--- config.mk ---
export PLATFORM = sky130hd
export DESIGN_NAME = sysref_qualifier
export DESIGN_NICKNAME = d
export VERILOG_FILES = /design/src/rtl/sysref_qual_pkg.sv /design/src/rtl/sysref_sync_edge.sv /design/src/rtl/sysref_pulse_gate.sv /design/src/rtl/sysref_qualifier.sv
export SDC_FILE = /design/constraint.sdc
export NUM_CORES = 1
export LEC_CHECK = 0
export BUFFER_PORTS_ARGS = -buffer_cell sky130_fd_sc_hd__buf_4
export CAP_MARGIN = 10
export CORE_AREA = 2 2 39 41
export CTS_CLUSTER_SIZE = 28
export DETAILED_ROUTE_END_ITERATION = 10
export DIE_AREA = 0 0 41 43
export GPL_ROUTABILITY_DRIVEN = 0
export PLACE_DENSITY = 0.65
export SYNTH_ARGS = -nofsm -noshare
export SYNTH_HDL_FRONTEND = slang
export SYNTH_SLANG_ARGS = --single-unit
--- constraint.sdc ---
create_clock -name clk -period 1.9 [get_ports clk]
set_input_delay 0.285 -clock clk [delete_from_list [all_inputs] [get_ports clk]]
set_output_delay 0.285 -clock clk [all_outputs]
set_load 0.01 [all_outputs]
--- src/rtl/sysref_qual_pkg.sv ---
// Shared types for the SYSREF qualifier: the policy code layout and its
// decoding into an enable, a skip count and a single-shot choice.
// Assumes the policy code is always 3 bits wide.
package sysref_qual_pkg;

    localparam int unsigned MODE_W = 3;
    localparam int unsigned SKIP_W = 2;

    typedef enum logic [MODE_W-1:0] {
        POL_OFF      = 3'b000,
        POL_ALL      = 3'b001,
        POL_ONCE     = 3'b010,
        POL_SKIP1_1  = 3'b011,
        POL_SKIP1_ALL= 3'b100,
        POL_SKIP2_1  = 3'b101,
        POL_SKIP2_ALL= 3'b110,
        POL_RSVD     = 3'b111
    } policy_e;

    typedef struct packed {
        logic              enable;
        logic              single;
        logic [SKIP_W-1:0] skip;
    } policy_cfg_t;

    // Map a policy code to the settings the gate acts on.
    function automatic policy_cfg_t decode_policy(input logic [MODE_W-1:0] code);
        policy_cfg_t c;
        c = '0;
        unique case (code)
            POL_ALL:       begin c.enable = 1'b1; c.single = 1'b0; c.skip = 2'd0; end
            POL_ONCE:      begin c.enable = 1'b1; c.single = 1'b1; c.skip = 2'd0; end
            POL_SKIP1_1:   begin c.enable = 1'b1; c.single = 1'b1; c.skip = 2'd1; end
            POL_SKIP1_ALL: begin c.enable = 1'b1; c.single = 1'b0; c.skip = 2'd1; end
            POL_SKIP2_1:   begin c.enable = 1'b1; c.single = 1'b1; c.skip = 2'd2; end
            POL_SKIP2_ALL: begin c.enable = 1'b1; c.single = 1'b0; c.skip = 2'd2; end
            default:       c = '0;
        endcase
        return c;
    endfunction

endpackage

--- src/rtl/sysref_sync_edge.sv ---
// Brings an asynchronous SYSREF level into the clk domain through a
// SYNC_STAGES flop chain, then flags the first cycle the synchronized
// level is seen high. Assumes the input is low for at least one clock
// between events; a long high level yields a single rise.
module sysref_sync_edge #(
    parameter int unsigned SYNC_STAGES = 2
) (
    input  logic clk,
    input  logic rst_n,
    input  logic async_in,
    output logic rise
);
    localparam int unsigned LAST = SYNC_STAGES - 1;

    logic [SYNC_STAGES-1:0] chain_q;
    logic                   prev_q;

    // Shift the raw input through the synchronizer chain.
    always_ff @(posedge clk) begin
        if (!rst_n) chain_q <= '0;
        else        chain_q <= {chain_q[SYNC_STAGES-2:0], async_in};
    end

    // Remember the last synchronized level for edge detection.
    always_ff @(posedge clk) begin
        if (!rst_n) prev_q <= 1'b0;
        else        prev_q <= chain_q[LAST];
    end

    // Rise is the first high cycle of the synchronized level.
    always_comb rise = chain_q[LAST] & ~prev_q;

    // Requirement R2: one input event yields a rise of one cycle only.
    p_rise_single_r2: assert property (@(posedge clk) disable iff (!rst_n)
        rise |=> !rise);

endmodule

--- src/rtl/sysref_pulse_gate.sv ---
// Applies the decoded policy to each detected rise. It counts dropped
// events up to the policy's skip count, forwards one or all further
// events as a registered strobe, and latches a used flag for single-shot
// policies. A re-arm clears both counter and flag and wins over a rise in
// the same cycle. Assumes mode changes only together with rearm.
module sysref_pulse_gate
    import sysref_qual_pkg::*;
(
    input  logic              clk,
    input  logic              rst_n,
    input  logic              rise,
    input  logic              rearm,
    input  logic [MODE_W-1:0] mode,
    output logic              strobe,
    output logic              done
);
    policy_cfg_t       cfg;
    logic [SKIP_W-1:0] skip_cnt_q;
    logic              used_q;
    logic              strobe_q;
    logic              skipping;
    logic              forward;

    // Decode the current policy code.
    always_comb cfg = decode_policy(mode);

    // Classify the current rise: still being skipped, or forwarded.
    always_comb begin
        skipping = rise && cfg.enable && (skip_cnt_q < cfg.skip);
        forward  = rise && cfg.enable && !skipping && !(cfg.single && used_q);
    end

    // Skip counter, used flag and registered strobe.
    always_ff @(posedge clk) begin
        if (!rst_n) begin
            skip_cnt_q <= '0;
            used_q     <= 1'b0;
            strobe_q   <= 1'b0;
        end else if (rearm) begin
            skip_cnt_q <= '0;
            used_q     <= 1'b0;
            strobe_q   <= 1'b0;
        end else begin
            strobe_q <= forward;
            if (skipping)                skip_cnt_q <= skip_cnt_q + 1'b1;
            if (forward && cfg.single)   used_q     <= 1'b1;
        end
    end

    always_comb begin
        strobe = strobe_q;
        done   = used_q;
    end

    // Requirement R3: a code that forwards nothing, held for two cycles, gives no strobe.
    p_off_quiet_r3: assert property (@(posedge clk) disable iff (!rst_n)
        (!cfg.enable && $past(!decode_policy(mode).enable) && !$past(rearm)) |-> !strobe);

    // Requirement R5: a rise that is being skipped yields no strobe.
    p_skip_drops_r5: assert property (@(posedge clk) disable iff (!rst_n)
        (skipping && !rearm) |=> !strobe);

    // Requirement R10: once the single-shot fired, no further strobe.
    p_single_once_r10: assert property (@(posedge clk) disable iff (!rst_n)
        done |=> !strobe);

    // Requirement R10: the done flag only exists under a single-shot code.
    p_done_single_r10: assert property (@(posedge clk) disable iff (!rst_n)
        done |-> cfg.single);

    // Requirement R9: done holds until a re-arm clears it.
    p_done_hold_r9: assert property (@(posedge clk) disable iff (!rst_n)
        (done && !rearm) |=> done);

    // Requirement R9: a re-arm always leaves done low.
    p_rearm_clears_r9: assert property (@(posedge clk) disable iff (!rst_n)
        rearm |=> !done);

endmodule

--- src/rtl/sysref_qualifier.sv ---
// Top of the SYSREF qualifier: holds the policy code register (reset to
// forward-all), re-arms the gate on every write, and chains the
// synchronizer/edge detector into the policy gate. Assumes writes and
// SYSREF events do not coincide when deterministic behaviour is needed.
module sysref_qualifier
    import sysref_qual_pkg::*;
#(
    parameter int unsigned SYNC_STAGES = 2
) (
    input  logic              clk,
    input  logic              rst_n,
    input  logic              sref_in,
    input  logic              cfg_wr_en,
    input  logic [MODE_W-1:0] cfg_wr_mode,
    output logic              sref_strobe,
    output logic              oneshot_done
);
    logic [MODE_W-1:0] mode_q;
    logic              rise;

    // Policy code register, reset to forward-every-event.
    always_ff @(posedge clk) begin
        if (!rst_n)         mode_q <= POL_ALL;
        else if (cfg_wr_en) mode_q <= cfg_wr_mode;
    end

    sysref_sync_edge #(
        .SYNC_STAGES (SYNC_STAGES)
    ) u_sync (
        .clk      (clk),
        .rst_n    (rst_n),
        .async_in (sref_in),
        .rise     (rise)
    );

    sysref_pulse_gate u_gate (
        .clk    (clk),
        .rst_n  (rst_n),
        .rise   (rise),
        .rearm  (cfg_wr_en),
        .mode   (mode_q),
        .strobe (sref_strobe),
        .done   (oneshot_done)
    );

    // Requirement R9: a write lands in the policy register on the next cycle.
    p_write_loads_r9: assert property (@(posedge clk) disable iff (!rst_n)
        cfg_wr_en |=> (mode_q == $past(cfg_wr_mode)));

    // Requirement R2: the qualified strobe is never wider than one cycle.
    p_strobe_width_r2: assert property (@(posedge clk) disable iff (!rst_n)
        sref_strobe |=> !sref_strobe);

endmodule

==> impl_results.md, run 1 <==
* Crit Path Max Fanout at 8
* Cts bufs inserted at 3
* Pins over their slew limit at 0
* Buf/Inv on CP at 0
* Count of maximum capacitance violations at 0
* TritonCTS clock tree: built
* RSZ-0062 raised after global routing: no
* Cell family with most CP delay: compound AO/OA/AOI/OAI gates
* Global-route wire length before repair at roughly 1400 um
* Final worst path period share at 0.867
* Simple-Gate Fraction of Synth Area at 0.294
* Synth warn at 0
* Highest-delay cell along the critical path: sky130_fd_sc_hd__dfxtp_1
* Max clock buf depth at 2
* Vias per std cell at slightly above 5
* Total congestion overflow at 0
* Final number of hold-violating endpoints at 0
* Crit path time final at 1.65 ns
* Static Leak at 0.234 nW
* Diodes inserted at 0
* Number of antenna violations at the first check in global routing at 0
* Number of optimization iterations in the first detailed-route pass at 4
* Number of distinct standard cells referenced by the synthesized netlist at 26
* Status: finished clean
* Number of port buffers at 8
* Cells after synthesis at 45
* Minimum setup slack among reg-to-reg paths at 0.25 ns
* Number of gates resized after CTS at 0
* Synthesis-to-finish area growth at 22.1%
* Area share of xor/xnor cells in the synthesized design at 0.0189
* Vias in the first global route at 346
* Hold_ws at 0.227 ns
* Number of buffers added for setup after CTS at 0
* Setup violators final at 0
* CTS root buf: sky130_fd_sc_hd__clkbuf_4
* Transition time of the tightest slew-check pin at 0.294 ns
* Effective utilization at floorplan at 0.335
* Violation count after the first detailed-route iteration at 10
* Vert. Die Dim at 43 um
* Syn Std Cell Area at 464 sq um
* Start-to-end type of the worst setup path: register to register
* Proportion of layout cells with a drive suffix above 1 at 0.232
* Power per cell area at 725 nW/um^2
* Critical Path Start Type: register
* Aggregate global-route resource usage at 0.118
* Overall die area at 1760 sq um
* Total core area at ~1400 sq um
* Area fraction in compound gates after synthesis at 0.156
* Post-synthesis adder-cell area fraction at 0.0270
* Cell row count at 14
* Max transition margin at 0.799
* Worst IR Drop VDD at 0.000298 V
* Mux share of post-synthesis cell area at 0.0647
* Setup TNS Final at 0 ns
* Pin count of the biggest net entering global routing at 9
* Fmax at 607 MHz
* Clock Latency Late Sink at about 0.26 ns
* Dominant combinational cell family by area after synthesis: simple AND/OR/NAND/NOR gates
* Part of the Yosys area used for sequential elements at 0.431
* Cell count of the worst reg-to-reg path at 6
* I/O pins at 9
* Final antenna-violating net count at 0
* Final net count at 66
* Number of synthesized register bits at 10
* CTS hold repair buffers at 0
* Residual DRC count at 0
* Number of cells on the critical path at 6
* Required @ worst endpoint at about 2 ns
* Drt total wl at 748 um
* Mapped Nets at 53
* Clk_skew at around 0.00016 ns
* Hold Path Stages at 2
* Routed length per placed instance at 10.4 um
* Chip width at 41 um
* Num Clock Sinks at 10
* Largest incremental delay on the critical path at around 0.46 ns
* Arrival time of the worst setup path at ~1.8 ns
* Type of the most critical hold path: input port to register
* List of cells traversed by the critical path: xor2_1 -> nand2_1 -> ha_1 -> a31oi_4 -> a31oi_1 -> a41o_1
* Crit. End Element: register
* H-tree Lvls at 1
* Syn Area/Cell at 10.3 sq um
* Via count at 365
* Clock transition at the register clock pins on the worst setup and hold paths after CTS at 0.06 ns
## routing by layer
metal / track usage / vias up / part of all wire
li1: - / 188 / -
met1: 0.121 / 173 / 0.43
met2: 0.184 / 4 / 0.54
met3: 0.0471 / 0 / 0.029
met4: 0.0800 / 0 / 0
met5: 0 / - / 0
## final timing paths
kind,end,startpoint
min reg2reg,u_sync.chain_q[1],u_sync.chain_q[0]
min,u_sync.chain_q[0],sref_in
max reg2reg,u_gate.skip_cnt_q[1],mode_q[1]
max,u_gate.skip_cnt_q[1],mode_q[1]
## metrics by stage
step	util	cell area (sq um)	setup slack, ns	power (mW)	cells
after CTS	0.410	567	0.246	0.418	72
after global routing	0.410	567	0.110	0.434	72
after floorplan	-	464	0.366	0.257	45
after global placement	0.393	544	0.305	0.275	69
final	0.410	567	0.252	0.411	72
after detailed placement	0.393	544	0.258	0.277	69
## state kept, by name, indices dropped and copies added, names as in the netlist
register           cells
mode_q                 3
u_gate.skip_cnt_q      2
u_sync.chain_q         2
u_gate.done            1
u_gate.strobe          1
u_sync.prev_q          1
## cell type report
class | instances | area (sq um)
Fill cell | 145 | 817
Multi-Input combinational cell | 34 | 260
Sequential cell | 10 | 200
Timing Repair Buffer | 8 | 60.1
Clock buffer | 3 | 22.5
Tap cell | 16 | 20.0
Inverter | 1 | 3.75
## report_power, final
part           internal [mW]  switching [mW]
sequential             0.217         0.00830
combinational         0.0265          0.0200
clock                 0.0729          0.0665
## logic make-up after synthesis
| logic type | Yosys count |
|---|---|
| XOR/XNOR | 1 |
| buffers and inverters | 1 |
| AND/OR/NAND/NOR | 21 |
| adder cells (fa/ha/maj) | 1 |
| flip-flops | 10 |
| multiplexers | 3 |
| AO/OA/AOI/OAI | 8 |
## cell usage after synthesis, drive strengths merged
library cell   n  area share
dfxtp         10        0.43
nand2          4       0.032
and2           3       0.040
mux2i          3       0.065
nor2b          3       0.040
a31oi          2       0.059
nor2           2       0.016
a2111oi        1       0.019
a21oi          1       0.011
a31o           1       0.019
a41o           1       0.022
and4b          1       0.022
ha             1       0.027
inv            1      0.0081
nand2b         1       0.013
nand3          1       0.011
nand3b         1       0.016
nand4b         1       0.019
nand4bb        1       0.024
nor3b          1       0.016
o21a           1       0.016
o21ai          1       0.011
or3            1       0.013
or4b           1       0.030
xor2           1       0.019
## cells in the final DEF, fill, tap and decap left out
| cell | netlist | routed |
|---|---|---|
| sky130_fd_sc_hd__a2111oi_0 | 1 | 1 |
| sky130_fd_sc_hd__a21oi_1 | 1 | 1 |
| sky130_fd_sc_hd__a31o_1 | 1 | 1 |
| sky130_fd_sc_hd__a31oi_1 | 1 | 1 |
| sky130_fd_sc_hd__a31oi_4 | 1 | 1 |
| sky130_fd_sc_hd__a41o_1 | 1 | 1 |
| sky130_fd_sc_hd__and2_1 | 3 | 3 |
| sky130_fd_sc_hd__and4b_1 | 1 | 1 |
| sky130_fd_sc_hd__buf_4 | 0 | 8 |
| sky130_fd_sc_hd__clkbuf_4 | 0 | 3 |
| sky130_fd_sc_hd__dfxtp_1 | 10 | 10 |
| sky130_fd_sc_hd__ha_1 | 1 | 1 |
| sky130_fd_sc_hd__inv_1 | 1 | 1 |
| sky130_fd_sc_hd__mux2i_1 | 3 | 3 |
| sky130_fd_sc_hd__nand2_1 | 4 | 4 |
| sky130_fd_sc_hd__nand2b_1 | 1 | 1 |
| sky130_fd_sc_hd__nand3_1 | 1 | 1 |
| sky130_fd_sc_hd__nand3b_1 | 1 | 1 |
| sky130_fd_sc_hd__nand4b_1 | 1 | 1 |
| sky130_fd_sc_hd__nand4bb_1 | 1 | 1 |
| sky130_fd_sc_hd__nor2_1 | 2 | 2 |
| sky130_fd_sc_hd__nor2b_1 | 3 | 3 |
| sky130_fd_sc_hd__nor3b_1 | 1 | 1 |
| sky130_fd_sc_hd__o21a_1 | 1 | 1 |
| sky130_fd_sc_hd__o21ai_0 | 1 | 1 |
| sky130_fd_sc_hd__or3_1 | 1 | 1 |
| sky130_fd_sc_hd__or4b_4 | 1 | 1 |
| sky130_fd_sc_hd__xor2_1 | 1 | 1 |
No activity file was read; power rests on OpenSTA's default activity.
==> inputs of run 2 (changes only) <==
- CELL_PAD_IN_SITES_DETAIL_PLACEMENT: default -> 0
- CELL_PAD_IN_SITES_GLOBAL_PLACEMENT: default -> 2
- CORE_AREA: 2 2 39 41 -> 2 2 42 44
- DIE_AREA: 0 0 41 43 -> 0 0 44 46
- PLACE_DENSITY: 0.65 -> 0.8
==> impl_results.md, run 2 (synthesis gave the netlist of run 1 again) <==
* Type of the most critical hold path: input port to register
* Residual DRC count at 0 (unchanged)
* Number of optimization iterations in the first detailed-route pass at 3 (-1)
* Total congestion overflow at 0 (unchanged)
* Violation count after the first detailed-route iteration at 2 (-8)
* Global-route wire length before repair at 1330 um (-2.6%)
* Start point of the worst hold path: sref_in
* Transition time of the tightest slew-check pin at 0.299 ns (+0.00487 ns)
* TritonCTS clock tree: built
* Critical Path Start Type: register
* Hold Path Stages at 2 (unchanged)
* Reg2reg start: mode_q[1]
* Arrival time of the worst setup path at 1.80 ns (about the same)
* Number of gates resized after CTS at 0 (unchanged)
* Routed length per placed instance at 10.8 um (+4.1%)
* Setup violators final at 0 (unchanged)
* Required @ worst endpoint at 2.07 ns (+0.02 ns)
* Hold Path Sink: u_sync.chain_q[0]
* Most used cells in the layout excluding fill and tap cells: sky130_fd_sc_hd__dfxtp_1, sky130_fd_sc_hd__buf_4, sky130_fd_sc_hd__nand2_1
* Count of maximum capacitance violations at 0 (unchanged)
* Crit Path Max Fanout at 8 (unchanged)
* CTS root buf: sky130_fd_sc_hd__clkbuf_4
* Chip width at 44 um (+7.3%)
* Clock transition at the register clock pins on the worst setup and hold paths after CTS at 0.07 ns (about the same)
* Pin count of the biggest net entering global routing at 9 (unchanged)
* Endpoint of the lowest-slack register-to-register path: u_gate.skip_cnt_q[1]
* Minimum setup slack among reg-to-reg paths at 0.27 ns (about the same)
* Fmax at 612 MHz (+0.77%)
* Static Leak at 0.241 nW (+3.1%)
* Highest-delay cell along the critical path: sky130_fd_sc_hd__dfxtp_1
* Utilization after layout at 0.360 (-0.0491)
* Worst IR Drop VDD at 0.000327 V (+9.7%)
* Aggregate global-route resource usage at 0.0998 (-0.0182)
* Final antenna-violating net count at 0 (unchanged)
* Drt total wl at 800 um (+7.0%)
* Number of buffers added for setup after CTS at 0 (unchanged)
* Vias in the first global route at 311 (-10%)
* Start-to-end type of the worst setup path: register to register
* Overall die area at 2020 sq um (+15%)
* Crit. End Element: register
* CTS hold repair buffers at 0 (unchanged)
* I/O pins at 9 (unchanged)
* Regs by FF count: mode_q (3), u_gate.skip_cnt_q (2), u_sync.chain_q (2)
* Synthesis-to-finish area growth at 25.3%
* Status: finished clean
* Pins over their slew limit at 0 (unchanged)
* Num Clock Sinks at 10 (unchanged)
* RSZ-0062 raised after global routing: no
* Hold_ws at 0.215 ns (-0.0120 ns)
* Top register by number of flip-flops: mode_q
* Largest incremental delay on the critical path at 0.44 ns (-0.02 ns)
* Max clock buf depth at 2 (unchanged)
* Largest register FFs at 3 (unchanged)
* Diodes inserted at 0 (unchanged)
* Final number of hold-violating endpoints at 0 (unchanged)
* Cts bufs inserted at 3 (unchanged)
* Max transition margin at 0.796 (-0.00333)
* Power per cell area at 801 nW/um^2 (+11%)
* Clk_skew at 0.00209 ns (+0.00193 ns)
* Cell row count at 15 (+1)
* Effective utilization at floorplan at 0.288 (-0.0478)
* List of cells traversed by the critical path: xor2_1 -> nand2_1 -> ha_1 -> a31oi_4 -> a31oi_1 -> a41o_1
* Via count at 373 (+2.2%)
* Proportion of layout cells with a drive suffix above 1 at 0.246 (+0.0135)
* Vias per std cell at 5.04 (-0.57%)
* Final worst path period share at 0.860 (-0.00663)
* Non-Filler Instances at 74 (+2.8%)
* Cell Area, Placed at 546 sq um (+0.23%)
* Most frequent standard cell in the layout excluding fill and tap cells: sky130_fd_sc_hd__dfxtp_1
* Cells after DPL at 70 (+1.4%)
* Summed area of non-filler cells in the final layout at 582 sq um (+2.6%)
* Cell count of the worst reg-to-reg path at 6 (unchanged)
* H-tree Lvls at 1 (unchanged)
* Total core area at 1610 sq um (+17%)
* Number of port buffers at 8 (unchanged)
* Number of antenna violations at the first check in global routing at 0 (unchanged)
* Final net count at 66 (unchanged)
* Clock Latency Late Sink at 0.27 ns (about the same)
* Setup TNS Final at 0 ns (unchanged)
* Vert. Die Dim at 46 um (+7.0%)
* Crit path time final at 1.63 ns (-0.0126 ns)
## run 2: cell types whose count changed in the layout (fill, tap and decap cells not counted), sizes merged
cell    before  now
clkbuf       3    4
## run 2: worst max path at each step
| stage | startpoint | endpoint | slack [ns] | cells past startpoint |
|---|---|---|---|---|
| 4_1_cts | mode_q[1] | u_gate.skip_cnt_q[1] | 0.26 | 6 |
| 3_5_place_dp | mode_q[1] | u_gate.skip_cnt_q[1] | 0.27 | 6 |
| 2_1_floorplan | mode_q[0] | u_gate.skip_cnt_q[1] | 0.37 | 4 |
| 3_3_place_gp | mode_q[1] | u_gate.skip_cnt_q[1] | 0.28 | 6 |
| 6_report | mode_q[1] | u_gate.skip_cnt_q[1] | 0.27 | 6 |
| 5_1_grt | mode_q[1] | u_gate.strobe | 0.11 | 5 |
## run 2: per-layer routing
metal,track usage,share of wire,vias up
met5,0,0,-
met4,0.127,0.053,0
met3,0.0238,0.039,5
met2,0.132,0.46,9
met1,0.116,0.45,169
li1,-,-,190
## run 2: layout make-up
class / count / area, sq um
clock buffer: 4 / 36.3
fill: 168 / 1030
inverter: 1 / 3.75
multi-input combinational: 34 / 260
sequential: 10 / 200
tap: 17 / 21.3
timing repair buffer: 8 / 60.1
## run 2: where the power goes
part / switching (mW) / leakage (nW) / total (mW) / internal, mW
combinational: 0.0208 / 0.138 / 0.0473 / 0.0265
clock: 0.0779 / 0.0210 / 0.194 / 0.117
sequential: 0.00787 / 0.0817 / 0.224 / 0.217
## run 2: metrics by stage
step	power, mW	worst slack [ns]
2_1_floorplan	0.257	0.366
3_3_place_gp	0.277	0.284
3_5_place_dp	0.277	0.268
4_1_cts	0.478	0.256
5_1_grt	0.492	0.109
6_report	0.466	0.265
## run 2: critical path, delay by kind of cell, from the launching register on
kind	cells	cell delay [ns]
AND/OR/NAND/NOR	1	0.07
AO/OA/AOI/OAI	3	0.54
XOR/XNOR	1	0.17
adder cells (fa/ha/maj)	1	0.31
flip-flops	1	0.44
==> inputs of run 3 (changes only) <==
- HOLD_SLACK_MARGIN: default -> 0.1
- MAX_ROUTING_LAYER: default -> met4
==> impl_results.md, run 3 (synthesis gave the netlist of run 1 again) <==
* Worst IR Drop VDD at 0.000328 V (+0.17%)
* Cell row count at 15 (unchanged)
* Start-to-end type of the worst setup path: register to register
* I/O pins at 9 (unchanged)
* Via count at 375 (+0.54%)
* Crit Path Max Fanout at 8 (unchanged)
* Most frequent standard cell in the layout excluding fill and tap cells: sky130_fd_sc_hd__dfxtp_1
* Critical Path Start Type: register
* Max transition margin at 0.796 (about the same)
* Overall die area at 2020 sq um (unchanged)
* Total congestion overflow at 0 (unchanged)
* Chip width at 44 um (unchanged)
* Required @ worst endpoint at 2.07 ns (about the same)
* Global-route wire length before repair at 1340 um (+0.53%)
* Pin count of the biggest net entering global routing at 9 (unchanged)
* RSZ-0062 raised after global routing: no
* Proportion of layout cells with a drive suffix above 1 at 0.246 (unchanged)
* Transition time of the tightest slew-check pin at 0.299 ns (+0.00000155 ns)
* Reg2reg start: mode_q[1]
* Clock transition at the register clock pins on the worst setup and hold paths after CTS at 0.07 ns (about the same)
* Final net count at 66 (unchanged)
* Number of port buffers at 8 (unchanged)
* Setup violators final at 0 (unchanged)
* Number of antenna violations at the first check in global routing at 0 (unchanged)
* Number of gates resized after CTS at 0 (unchanged)
* Number of optimization iterations in the first detailed-route pass at 3 (unchanged)
* Worst path setup slack after routing at 0.265 ns (+0.000175 ns)
* CTS root buf: sky130_fd_sc_hd__clkbuf_4
* Most used cells in the layout excluding fill and tap cells: sky130_fd_sc_hd__dfxtp_1, sky130_fd_sc_hd__buf_4, sky130_fd_sc_hd__nand2_1
* Final antenna-violating net count at 0 (unchanged)
* Regs by FF count: mode_q (3), u_gate.skip_cnt_q (2), u_sync.chain_q (2)
* Vias in the first global route at 312 (+0.32%)
* Violation count after the first detailed-route iteration at 2 (unchanged)
* Final number of hold-violating endpoints at 0 (unchanged)
* Count of maximum capacitance violations at 0 (unchanged)
* Num Clock Sinks at 10 (unchanged)
* Power per cell area at 801 nW/um^2 (about the same)
* Pins over their slew limit at 0 (unchanged)
* Crit path time final at 1.63 ns (-0.000175 ns)
* Post-placement worst setup slack at 0.268 ns (unchanged)
* H-tree Lvls at 1 (unchanged)
* TritonCTS clock tree: built
* Routed length per placed instance at 10.9 um (+0.37%)
* Crit. End Element: register
* Arrival time of the worst setup path at 1.80 ns (about the same)
* Start point of the worst hold path: sref_in
* Status: finished clean
* Type of the most critical hold path: input port to register
* Static Leak at 0.241 nW (unchanged)
* CTS hold repair buffers at 0 (unchanged)
* Clock Latency Late Sink at 0.27 ns (about the same)
* Vert. Die Dim at 46 um (unchanged)
* Top register by number of flip-flops: mode_q
* Total design power at 466 uW (about the same)
* Total core area at 1610 sq um (unchanged)
* Drt total wl at 803 um (+0.38%)
* Effective utilization at floorplan at 0.288 (unchanged)
* Beginning of the critical path: mode_q[1]
* Clk_skew at 0.00193 ns (-0.000158 ns)
* Fillers at 168 (unchanged)
* Setup TNS Final at 0 ns (unchanged)
* Number of buffers added for setup after CTS at 0 (unchanged)
* Max clock buf depth at 2 (unchanged)
* Final worst path period share at 0.860 (about the same)
* Fmax at 612 MHz (about the same)
* Cts bufs inserted at 3 (unchanged)
* Diodes inserted at 0 (unchanged)
* Vias per std cell at 5.07 (+0.54%)
* Residual DRC count at 0 (unchanged)
* Synthesis-to-finish area growth at 25.3% (unchanged)
* Largest register FFs at 3 (unchanged)
* Aggregate global-route resource usage at 0.103 (+0.00296)
run 3: cell counts in the layout (fill, tap and decap cells not counted):
Identical to the previous run, type by type.
run 3: layout make-up:
| cell class | count | area [sq um] | area share |
|---|---|---|---|
| sequential | 10 | 200 | 0.344 |
| tap | 17 | 21.3 | 0.0366 |
| inverter | 1 | 3.75 | 0.00645 |
| multi-input combinational | 34 | 260 | 0.447 |
| timing repair buffer | 8 | 60.1 | 0.103 |
| clock buffer | 4 | 36.3 | 0.0624 |
run 3: critical path, stage by stage, from the launching register on:
cell and delay, ns:
sky130_fd_sc_hd__dfxtp_1 0.44, sky130_fd_sc_hd__xor2_1 0.17, sky130_fd_sc_hd__nand2_1 0.07, sky130_fd_sc_hd__ha_1 0.31
sky130_fd_sc_hd__a31oi_4 0.22, sky130_fd_sc_hd__a31oi_1 0.12, sky130_fd_sc_hd__a41o_1 0.20
run 3: final timing paths:
check                              end  slack [ns]  cells after the start
setup reg to reg  u_gate.skip_cnt_q[1]        0.27                      6
hold reg to reg      u_sync.chain_q[1]        0.44                      1
hold / removal       u_sync.chain_q[0]        0.22                      2
setup / recovery  u_gate.skip_cnt_q[1]        0.27                      6
run 3: stage by stage:
step | std cells | util | cell area (sq um) | hold WS (ns)
after floorplan | 45 | - | 464 | 0.347
after global placement | 70 | 0.338 | 546 | 0.417
after detailed placement | 70 | 0.338 | 546 | 0.428
after CTS | 74 | 0.360 | 582 | 0.202
after global routing | 74 | 0.360 | 582 | 0.202
final | 74 | 0.360 | 582 | 0.215
run 3: where the power goes:
| group | total (mW) | switching [mW] | internal (mW) |
|---|---|---|---|
| sequential | 0.224 | 0.00788 | 0.217 |
| clock | 0.194 | 0.0778 | 0.116 |
| combinational | 0.0472 | 0.0208 | 0.0265 |
| total | 0.466 | 0.106 | 0.360 |
run 3: metal layers:
layer / wire (um) / vias up / GRT usage
li1: - / 190 / -
met1: 361 / 171 / 0.116
met2: 367 / 9 / 0.132
met3: 31 / 5 / 0.0238
met4: 42 / 0 / 0.127
met5: 0 / - / -
